==> src/rtl/oil_pkg.sv <==
package oil_pkg;

  localparam int STG_W = 3;

  localparam logic [STG_W-1:0] STG_NONE = 3'd0;
  localparam logic [STG_W-1:0] STG_E1   = 3'd1;
  localparam logic [STG_W-1:0] STG_E2   = 3'd2;
  localparam logic [STG_W-1:0] STG_E3   = 3'd3;

  typedef enum logic [3:0] {
    CL_NOP    = 4'd0,
    CL_ALU    = 4'd1,
    CL_SHIFT  = 4'd2,
    CL_MUL    = 4'd3,
    CL_MAC    = 4'd4,
    CL_DIV    = 4'd5,
    CL_SAD    = 4'd6,
    CL_SADA   = 4'd7,
    CL_LOAD   = 4'd8,
    CL_STORE  = 4'd9,
    CL_BRANCH = 4'd10,
    CL_MMU    = 4'd11
  } icls_e;

  // Stage at which a consumer of class c needs the operand in slot s (0 = unread).
  function automatic logic [STG_W-1:0] need_stage(icls_e c, int unsigned s);
    logic [STG_W-1:0] n;
    n = STG_NONE;
    case (c)
      CL_ALU, CL_BRANCH:    if (s < 2) n = STG_E2;
      CL_SHIFT:             n = (s == 0) ? STG_E2 : ((s == 1) ? STG_E1 : STG_NONE);
      CL_MUL, CL_DIV,
      CL_SAD:               if (s < 2) n = STG_E1;
      CL_MAC, CL_SADA:      n = (s == 2) ? STG_E2 : STG_E1;
      CL_LOAD, CL_MMU:      if (s == 0) n = STG_E1;
      CL_STORE:             n = (s == 0) ? STG_E1 : ((s == 1) ? STG_E2 : STG_NONE);
      default:              n = STG_NONE;
    endcase
    return n;
  endfunction

  // Stage at whose end a producer of class c has its result.
  function automatic logic [STG_W-1:0] ready_stage(icls_e c);
    case (c)
      CL_LOAD, CL_MUL, CL_MAC, CL_SAD, CL_SADA: return STG_E3;
      default:                                  return STG_E2;
    endcase
  endfunction

  // Classes that stay in E1 for a second cycle.
  function automatic logic holds_e1(icls_e c);
    return (c == CL_MUL) || (c == CL_MAC);
  endfunction

endpackage

==> src/rtl/oil_track.sv <==
module oil_track #(
  parameter int REG_W = 5,
  parameter int NSTG  = 4,
  parameter int XW    = 6,
  parameter int SW    = 3
) (
  input  logic                        clk,
  input  logic                        rst_n,
  input  logic                        acc,
  input  logic                        in_wr,
  input  logic [REG_W-1:0]            in_dst,
  input  logic [SW-1:0]               in_rdy,
  input  logic                        in_e1x,
  input  logic [XW-1:0]               in_e2x,
  output logic [NSTG:1]               st_prod,
  output logic [NSTG:1][REG_W-1:0]    st_dst,
  output logic [NSTG:1][SW-1:0]       st_rdy,
  output logic                        e1_blocked
);

  logic [NSTG:1]            v, w, nv, nw;
  logic [NSTG:1][REG_W-1:0] d, nd;
  logic [NSTG:1][SW-1:0]    r, nr;
  logic                     x1, nx1;
  logic [XW-1:0]            e2x1, ne2x1;
  logic [XW-1:0]            c2, nc2;
  logic                     hold2;
  logic                     blk1;

  assign hold2 = v[2] && (c2 != '0);
  assign blk1  = v[1] && (x1 || hold2);

  always_comb begin
    nv = v; nw = w; nd = d; nr = r;
    nx1 = x1; ne2x1 = e2x1; nc2 = c2;
    // stages beyond E3 always drain forward
    for (int s = NSTG; s >= 4; s--) begin
      nv[s] = v[s-1];
      nw[s] = w[s-1];
      nd[s] = d[s-1];
      nr[s] = r[s-1];
    end
    // E3 takes a bubble while E2 is held by a divide
    if (hold2) begin
      nv[3] = 1'b0;
    end else begin
      nv[3] = v[2]; nw[3] = w[2]; nd[3] = d[2]; nr[3] = r[2];
    end
    // E2
    if (hold2) begin
      nc2 = c2 - 1'b1;
    end else if (v[1] && !x1) begin
      nv[2] = 1'b1; nw[2] = w[1]; nd[2] = d[1]; nr[2] = r[1];
      nc2 = e2x1;
    end else begin
      nv[2] = 1'b0;
      nc2 = '0;
    end
    // E1
    if (blk1) begin
      nx1 = 1'b0;
    end else if (acc) begin
      nv[1] = 1'b1; nw[1] = in_wr; nd[1] = in_dst; nr[1] = in_rdy;
      nx1 = in_e1x; ne2x1 = in_e2x;
    end else begin
      nv[1] = 1'b0;
      nx1 = 1'b0;
      ne2x1 = '0;
    end
  end

  always_ff @(posedge clk or negedge rst_n) begin
    if (!rst_n) begin
      v <= '0; w <= '0; d <= '0; r <= '0;
      x1 <= 1'b0; e2x1 <= '0; c2 <= '0;
    end else begin
      v <= nv; w <= nw; d <= nd; r <= nr;
      x1 <= nx1; e2x1 <= ne2x1; c2 <= nc2;
    end
  end

  assign st_prod    = v & w;
  assign st_dst     = d;
  assign st_rdy     = r;
  assign e1_blocked = blk1;

  AST_MUL_HOLDS_E1: assert property (@(posedge clk) disable iff (!rst_n)
    (acc && in_e1x) |=> (v[1] && d[1] == $past(in_dst)));

  AST_DIV_HOLDS_E2: assert property (@(posedge clk) disable iff (!rst_n)
    hold2 |=> (v[2] && d[2] == $past(d[2])));

  AST_NO_PASS_DIV: assert property (@(posedge clk) disable iff (!rst_n)
    hold2 |=> !v[3]);

  AST_BUBBLE_ON_STALL: assert property (@(posedge clk) disable iff (!rst_n)
    (!acc && !blk1) |=> !v[1]);

endmodule

==> src/rtl/oil_operand.sv <==
module oil_operand #(
  parameter int REG_W = 5,
  parameter int NSTG  = 4,
  parameter int SW    = 3
) (
  input  logic [REG_W-1:0]         src,
  input  logic [SW-1:0]            need,
  input  logic [NSTG:1]            st_prod,
  input  logic [NSTG:1][REG_W-1:0] st_dst,
  input  logic [NSTG:1][SW-1:0]    st_rdy,
  output logic [SW-1:0]            pos,
  output logic [SW-1:0]            wait_cy
);

  logic          hit;
  logic [SW-1:0] rsel;
  int            gap;

  always_comb begin
    hit  = 1'b0;
    pos  = '0;
    rsel = '0;
    // scan oldest to youngest so the youngest match is the last one kept
    for (int s = NSTG; s >= 1; s--) begin
      if ((need != '0) && (src != '0) && st_prod[s] && (st_dst[s] == src)) begin
        hit  = 1'b1;
        pos  = SW'(s);
        rsel = st_rdy[s];
      end
    end
    gap = int'(rsel) + 1 - int'(need) - int'(pos);
    wait_cy = (hit && gap > 0) ? SW'(gap) : '0;
    AST_ZERO_REG_FREE: assert ((src != '0) || (!hit && wait_cy == '0));
  end

endmodule

==> src/rtl/opnd_interlock.sv <==
module opnd_interlock #(
  parameter int REG_W = 5,
  parameter int XW    = 6,
  parameter int NSTG  = 4
) (
  input  logic             clk,
  input  logic             rst_n,
  input  logic             iss_valid,
  output logic             iss_ready,
  output logic             iss_stall,
  input  logic [3:0]       iss_class,
  input  logic [REG_W-1:0] iss_src_a,
  input  logic [REG_W-1:0] iss_src_b,
  input  logic [REG_W-1:0] iss_src_c,
  input  logic [REG_W-1:0] iss_dst,
  input  logic             iss_wr,
  input  logic [XW-1:0]    iss_e2_extra,
  output logic [2:0]       fwd_a,
  output logic [2:0]       fwd_b,
  output logic [2:0]       fwd_c
);
  import oil_pkg::*;

  localparam int SW    = STG_W;
  localparam int NSLOT = 3;

  icls_e                    cls;
  logic                     acc;
  logic                     hazard;
  logic                     e1_blk;
  logic [NSTG:1]            st_prod;
  logic [NSTG:1][REG_W-1:0] st_dst;
  logic [NSTG:1][SW-1:0]    st_rdy;
  logic [NSLOT-1:0][REG_W-1:0] srcs;
  logic [NSLOT-1:0][SW-1:0]    pos;
  logic [NSLOT-1:0][SW-1:0]    wcy;

  assign cls  = icls_e'(iss_class);
  assign srcs = {iss_src_c, iss_src_b, iss_src_a};

  for (genvar i = 0; i < NSLOT; i++) begin : g_slot
    logic [SW-1:0] need_i;
    assign need_i = need_stage(cls, i);
    oil_operand #(.REG_W(REG_W), .NSTG(NSTG), .SW(SW)) u_opnd (
      .src     (srcs[i]),
      .need    (need_i),
      .st_prod (st_prod),
      .st_dst  (st_dst),
      .st_rdy  (st_rdy),
      .pos     (pos[i]),
      .wait_cy (wcy[i])
    );
  end

  always_comb begin
    hazard = 1'b0;
    for (int i = 0; i < NSLOT; i++) hazard = hazard || (wcy[i] != '0);
  end

  assign iss_ready = !e1_blk && !hazard;
  assign iss_stall = iss_valid && !iss_ready;
  assign acc       = iss_valid && iss_ready;

  oil_track #(.REG_W(REG_W), .NSTG(NSTG), .XW(XW), .SW(SW)) u_track (
    .clk        (clk),
    .rst_n      (rst_n),
    .acc        (acc),
    .in_wr      (iss_wr),
    .in_dst     (iss_dst),
    .in_rdy     (ready_stage(cls)),
    .in_e1x     (holds_e1(cls)),
    .in_e2x     ((cls == CL_DIV) ? iss_e2_extra : '0),
    .st_prod    (st_prod),
    .st_dst     (st_dst),
    .st_rdy     (st_rdy),
    .e1_blocked (e1_blk)
  );

  assign fwd_a = pos[0];
  assign fwd_b = pos[1];
  assign fwd_c = pos[2];

  AST_HAZARD_BLOCKS: assert property (@(posedge clk) disable iff (!rst_n)
    (iss_valid && hazard) |-> (!iss_ready && iss_stall));

  AST_PAYLOAD_HELD: assert property (@(posedge clk) disable iff (!rst_n)
    iss_stall |=> (iss_valid && $stable(iss_class) && $stable(iss_src_a)
                   && $stable(iss_src_b) && $stable(iss_src_c) && $stable(iss_dst)));

endmodule

==> config.mk <==
export PLATFORM = sky130hd
export DESIGN_NAME = opnd_interlock
export DESIGN_NICKNAME = d
export VERILOG_FILES = /design/src/rtl/oil_pkg.sv /design/src/rtl/oil_track.sv /design/src/rtl/oil_operand.sv /design/src/rtl/opnd_interlock.sv
export SDC_FILE = /design/constraint.sdc
export NUM_CORES = 1
export LEC_CHECK = 0
export ABC_AREA = 1
export CAP_MARGIN = 0
export CORE_ASPECT_RATIO = 0.8
export CORE_UTILIZATION = 55
export CTS_CLUSTER_DIAMETER = 30
export DETAILED_ROUTE_END_ITERATION = 7
export DONT_BUFFER_PORTS = 1
export PLACE_DENSITY = 0.7
export SYNTH_ARGS = -nofsm -noshare
export SYNTH_HDL_FRONTEND = slang
export SYNTH_SLANG_ARGS = --single-unit
==> constraint.sdc <==
create_clock -name clk -period 5.8 [get_ports clk]
set_input_delay 1.45 -clock clk [delete_from_list [all_inputs] [get_ports clk]]
set_output_delay 1.45 -clock clk [all_outputs]
set_load 0.01 [all_outputs]
# Yosys cells after proc, flatten, opt, wreduce, memory -nomap -nowiden

Cells that the tools add are included.

Register bits after elaboration: 53
Input port bits: 34
Output and inout bits: 11
Logic and storage cells: 171

Add/sub/neg operators: 10
Magnitude comparators: 3
Eq/ne operators: 23
Mux-type cells: 52
Bitwise logic cells: 3
Reduce and logical (&&, ||, !) cells: 62

Operator list:

| cell                                                                             | count |
|---|---|
| 32-bit by 1-bit greater-than comparator with 1-bit output, second input constant | 3 |
| 32-bit by 3-bit subtractor with 32-bit output                                    | 3 |
| 32-bit by 4-bit subtractor with 32-bit output                                    | 3 |
| 3-bit 2-to-1 mux                                                                 | 27 |
| 5-bit equality test                                                              | 12 |
| 1-bit logical AND                                                                | 36 |
| 6-bit 2-to-1 mux                                                                 | 4 |
| 1-bit 2-to-1 mux                                                                 | 18 |
| 3-bit nonzero test                                                               | 6 |
| 4-bit by 3-bit equality test with 1-bit output, second input constant            | 4 |
| 4-bit equality test, second input constant                                       | 4 |
| 5-bit nonzero test                                                               | 3 |
| 3-bit by 1-bit adder with 4-bit output, second input constant                    | 3 |
| 4-bit by 2-bit equality test with 1-bit output, second input constant            | 2 |
| 2-bit case mux with 2 select lines                                               | 2 |
| 8-bit OR reduction                                                               | 1 |
| 6-bit nonzero test                                                               | 1 |
| 3-bit OR reduction                                                               | 2 |
| 6-bit OR reduction                                                               | 1 |
| 6-bit by 1-bit subtractor with 6-bit output, second input constant               | 1 |
| 5-bit OR reduction                                                               | 1 |
| 4-bit AND                                                                        | 1 |
| 4-bit by 1-bit equality test with 1-bit output, second input constant            | 1 |
| 1-bit zero test                                                                  | 4 |
| 5 further kinds                                                                  | 10 |

# Depth between registers and ports, before layout

Depth in word-level cells: 25
Gate-level depth with buffers: 27
Mapped depth without buffers: 26

# Cells and area by module

A second synthesis with hierarchy kept.

Cell total of the unflattened synthesis: 818
Area, all modules: 5,200.0 sq um

Modules (own cells, without submodules):

| module         | times used | cells an instance | area each (sq um) | sequential area each (sq um) |
|---|---|---|---|---|
| oil_operand    | 3          | 184               | 954.7             | 0.0 |
| oil_track      | 1          | 217               | 2,128.3           | 1,326.3 |
| opnd_interlock | 1          | 49                | 207.7             | 0.0 |

# Worst setup path after synthesis

OpenSTA, ideal clock, no wires.

Kind: input to output
Start point: in iss_src_c[3]
End point: out iss_stall
Arrival time: 4,448 ps
Data required time: 4,350 ps
Path slack: -98 ps
Stages: 24
Path through: buf_6 inv_2 nand3_1 nor2_2 nor2_4 nand3_2 inv_1 nor3_1 a22oi_1 nand2_1 ha_1 inv_1 ha_1 inv_1 ha_1 a21oi_1 nand2_1 ha_1 nand2_1 inv_1 o21ai_2 nand2_2 nor3b_2 nor2_1

Elaborated cells on any way between the ends: 38

RTL lines:

| element                                                   | line                 | RTL |
|---|---|---|
| from (decl)                                               | opnd_interlock.sv:14 | `input logic [REG_W-1:0] iss_src_c,` |
| 5-bit nonzero test                                        | oil_operand.sv:25    | `if ((need != '0) && (src != '0) && st_prod[s] && (st_dst[s] == src)) begin` |
| 1-bit logical AND (3 in series)                           | oil_operand.sv:25    |  |
| 3-bit 2-to-1 mux (3 in series)                            | oil_operand.sv:25    |  |
| 3-bit 2-to-1 mux *                                        | oil_operand.sv:25    |  |
| net fwd_c[2]                                              | opnd_interlock.sv:20 | `output logic [2:0] fwd_c` |
| 32-bit by 4-bit subtractor with 32-bit output *           | oil_operand.sv:31    | `gap = int'(rsel) + 1 - int'(need) - int'(pos);` |
| 32-bit by 1-bit greater-than comparator with 1-bit output | oil_operand.sv:32    | `wait_cy = (hit && gap > 0) ? SW'(gap) : '0;` |
| 1-bit logical AND                                         | oil_operand.sv:32    |  |
| 3-bit 2-to-1 mux *                                        | oil_operand.sv:32    |  |
| 3-bit nonzero test *                                      | opnd_interlock.sv:57 | `for (int i = 0; i < NSLOT; i++) hazard = hazard \|\| (wcy[i] != '0);` |
| 1-bit logical OR *                                        | opnd_interlock.sv:57 |  |
| 1-bit zero test *                                         | opnd_interlock.sv:60 | `assign iss_ready = !e1_blk && !hazard;` |
| 1-bit logical AND *                                       | opnd_interlock.sv:60 |  |
| net iss_ready                                             | opnd_interlock.sv:9  | `output logic iss_ready,` |
| 1-bit zero test *                                         | opnd_interlock.sv:61 | `assign iss_stall = iss_valid && !iss_ready;` |
| 1-bit logical AND *                                       | opnd_interlock.sv:61 |  |
| to (decl)                                                 | opnd_interlock.sv:10 | `output logic iss_stall,` |

The timed path passes the listed nets; every way through them passes the cells marked *.

# Final worst setup path

Start point: in iss_class[2]
End point: out iss_ready

Cells in the longest elaborated chain, start to end: 22
Elaborated cells on any way between the ends: 110

Ends and longest elaborated chain:

| element                                                                | line                 | RTL |
|---|---|---|
| from (decl)                                                            | opnd_interlock.sv:11 | `input logic [3:0] iss_class,` |
| 4-bit by 2-bit equality test with 1-bit output (tied with other cells) | oil_pkg.sv:29        | `case (c)` |
| 8-bit OR reduction (no line) (tied with other cells)                   | --                   |  |
| 2-bit case mux with 2 select lines                                     | oil_pkg.sv:29        |  |
| 3-bit nonzero test                                                     | oil_operand.sv:25    |  |
| 1-bit logical AND (3 in series)                                        | oil_operand.sv:25    |  |
| 3-bit 2-to-1 mux (4 in series)                                         | oil_operand.sv:25    |  |
| 3-bit by 1-bit adder with 4-bit output                                 | oil_operand.sv:31    |  |
| 32-bit by 3-bit subtractor with 32-bit output                          | oil_operand.sv:31    |  |
| 32-bit by 4-bit subtractor with 32-bit output                          | oil_operand.sv:31    |  |
| 32-bit by 1-bit greater-than comparator with 1-bit output              | oil_operand.sv:32    |  |
| 1-bit logical AND                                                      | oil_operand.sv:32    |  |
| 3-bit 2-to-1 mux                                                       | oil_operand.sv:32    |  |
| 3-bit nonzero test                                                     | opnd_interlock.sv:57 |  |
| 1-bit logical OR                                                       | opnd_interlock.sv:57 |  |
| 1-bit logical OR *                                                     | opnd_interlock.sv:57 |  |
| 1-bit zero test *                                                      | opnd_interlock.sv:60 |  |
| 1-bit logical AND *                                                    | opnd_interlock.sv:60 |  |
| to (decl)                                                              | opnd_interlock.sv:9  |  |

Mark *: on every way between the ends. The rest lies on a longest branch, timed or not.

==> flow_summary.toml <==
[setup_path]
rrSetupSlack_ns = 2.01
ff2ff_path_depth = 23
criticalPathCategory = "input port to output pin"
path_cells = "inv_12 > nor2_4 > nand3_4 > nor2_4 > nand3_4 > nand2_4 > nor3_2 > a22oi_1 > nand2_1 > buf_4 > ha_1 > inv_1 > fa_2 > a211o_1 > nand2_2 > inv_2 > o21ai_4 > nand2_2 > nor3b_4 > buf_4"
end_kind = "output pin"
cp.required_ns = 4.35
cp_max_fo = 5
r2r-end = "u_track.st_dst[4]"
cp_slowest_cell = "fa_2"
startpoint = "iss_class[2]"
arrival_ns = 4.38
cp-endpoint = "iss_ready"
start_kind = "input port"
max_stage_delay_ns = 0.45
reg2reg_from = "u_track.st_dst[8]"

[placed_design]
place_congestion = 0.920
hpwl_um = 9050
place_ws_ns = -0.225
io_buffers = 0

[global_route]
grt_start_max_net_pins = 50
grtUsageTotal = 0.318
first_global_vias = 3818
antenna_found_initial = 0
grt.overflow.total = 0
grt_pass1_wl_um = 19200

[sta]
rsz0062_at_grt = "true"
period_needed_ns = 5.83
hold_viol = 0
setup_viol = 1
setup_slack_ns = -0.0325
slew_headroom = 0.566
tightest_slew_ns = 0.650
drv_slew = 0
clock.fmax_mhz = 171
whs_ns = 0.386
min_period_over_period = 1.01
fin_worst_skew_ns = 0.00915

[synth]
syn_inst = 616
synth_area_leaders = "dfrtp_1 30%, nand2_1 17%, inv_1 8.5%"
ys_seq_area_frac = 0.299
yosysTopAreaCellShare = 0.299
syn_area_um2 = 4110
syn_avg_cell_area_um2 = 6.67
yosysWarnings = 0
syn_nets = 676
synth.distinct_cells = 43
synth_area_leader_cell = "dfrtp_1"
ys_ff_latch = 49

[clock_tree]
cts_buffer_depth = 2
cts_tree = "yes"
cts.sinks = 49
htreeDepth = 2
hold_buffers = 0
clk_pin_slew_ns = 0.09
cts_buffers = 5
worst_skew_pair.late_latency_ns = 0.31
cts-root-buf = "clkbuf_8"

[route]
vias_per_cell = 5.57
ant_nets = 0
drt-wirelength-per-cell_um = 16.0
drc = 0
first_iter_violations = 274
drt_pass1_iterations = 5
via_count = 4115
drt-total-wl_um = 11800

[finish]
antenna_cells = 0
fin_nets = 711
layout_commonest_cell = "nand2_1"
drive_above_1_share = 0.209
layout_common_cells = "185 x nand2_1, 86 x inv_1, 58 x nor2_1"
area_delta_synth_final_pct = 17.7

[power_and_ir_drop]
max-vdd-ir-drop_mv = 0.265
powerDensity_nw_per_um2 = 336
p_leak_nw = 2.51
total_power_w = 0.00162

[status]
status = "complete, but fails checks"
failed_checks = "negative setup slack"

[die]
die-width_um = 98.6
std_cell_rows = 27
die_area_um2 = 7820
pin_count = 45
core_area_um2 = 7060
start_util = 0.582
die_h_um = 79.3

[worst_hold_path]
hold_depth = 0
hold_class = "flop to flop"

[job]
drv_cap = 0
[how the worst min path moves through the flow]
stage | startpoint | endpoint | slack, ns
2_1_floorplan | u_track.st_rdy[6] | u_track.st_rdy[9] | 0.35
4_1_cts | u_track.st_rdy[6] | u_track.st_rdy[9] | 0.38
5_1_grt | u_track.st_rdy[6] | u_track.st_rdy[9] | 0.41
3_5_place_dp | u_track.st_rdy[6] | u_track.st_rdy[9] | 0.36
3_3_place_gp | u_track.st_rdy[6] | u_track.st_rdy[9] | 0.36
6_report | u_track.st_rdy[6] | u_track.st_rdy[9] | 0.39
[logic make-up after synthesis]
group / after synthesis / share of synthesized area
AOI/OAI and AO/OA: 83 / 0.118
xor gates and xnor gates: 7 / 0.0149
adders and majority gates: 26 / 0.0884
buffers and inverters: 117 / 0.114
DFF: 49 / 0.299
muxes: 1 / 0.00274
and+or+nand+nor: 333 / 0.363
[flip-flops by register name, summed over array words and instances, names as in the netlist]
name            cells
u_track.e2x1        6
u_track.x1          1
u_track.c2          6
u_track.st_dst     20
u_track.v           4
u_track.w           4
u_track.st_rdy      8
[worst max-delay path: cells and delay by family]
| kind | cells | cell delay, ns |
|---|---|---|
| compound gates | 3 | 0.50 |
| fa+ha+maj | 2 | 0.63 |
| simple gates | 10 | 1.32 |
| buf+inv | 5 | 0.47 |
[metrics by stage]
| step | TNS [ns] | instance area [µm²] | cells | util |
|---|---|---|---|---|
| 2_1_floorplan | 0 | 4110 | 616 | - |
| 3_3_place_gp | -0.175 | 4350 | 719 | 0.616 |
| 3_5_place_dp | -0.396 | 4350 | 719 | 0.616 |
| 4_1_cts | 0 | 4660 | 732 | 0.661 |
| 5_1_grt | -0.371 | 4830 | 739 | 0.684 |
| 6_report | -0.0325 | 4830 | 739 | 0.684 |
[where the power goes]
group / switching, W / leakage, nW / internal, W / total (W)
combinational: 0.000478 / 1.82 / 0.000268 / 0.000746
sequential: 0.000150 / 0.625 / 0.000469 / 0.000619
clock: 0.000127 / 0.0591 / 0.000132 / 0.000259
[layout make-up]
cell class	count	area (µm²)
Multi-Input combinational cell	450	2670
Fill cell	619	2230
Sequential cell	49	1230
Inverter	107	420
Timing Repair Buffer	38	293
Tap cell	87	109
Clock buffer	5	68.8
Clock inverter	3	47.5
[per-layer routing]
layer  vias up  routed length [µm]  global-route usage
met5         -                   0                   0
met4         0                  93              0.0507
met3         8                 980              0.0361
met2       160                5160               0.497
met1      1918                5570               0.479
li1       2029                   -                   -
[cells in the mapped netlist (all sizes together)]
master	instances
a311oi	1
nor3b	2
and3	1
o2111ai	1
xor2	5
ha	21
buf	6
a32o	3
a21oi	20
o21ai	47
nand2	197
a22oi	2
inv	107
dfrtp	49
o211ai	2
nand3b	2
fa	5
nor3	6
a31oi	1
xnor2	2
mux2	1
nand3	32
o21bai	1
a211o	1
nand4	18
clkbuf	4
nor2	75
o22ai	4
[timing repair]
action                     CTS  global route
buffers inserted             5             7
gates resized for setup     42            28
pin swaps                   20            15
setup endpoints to repair    2             2
No activity file was read; power rests on OpenSTA's default activity.
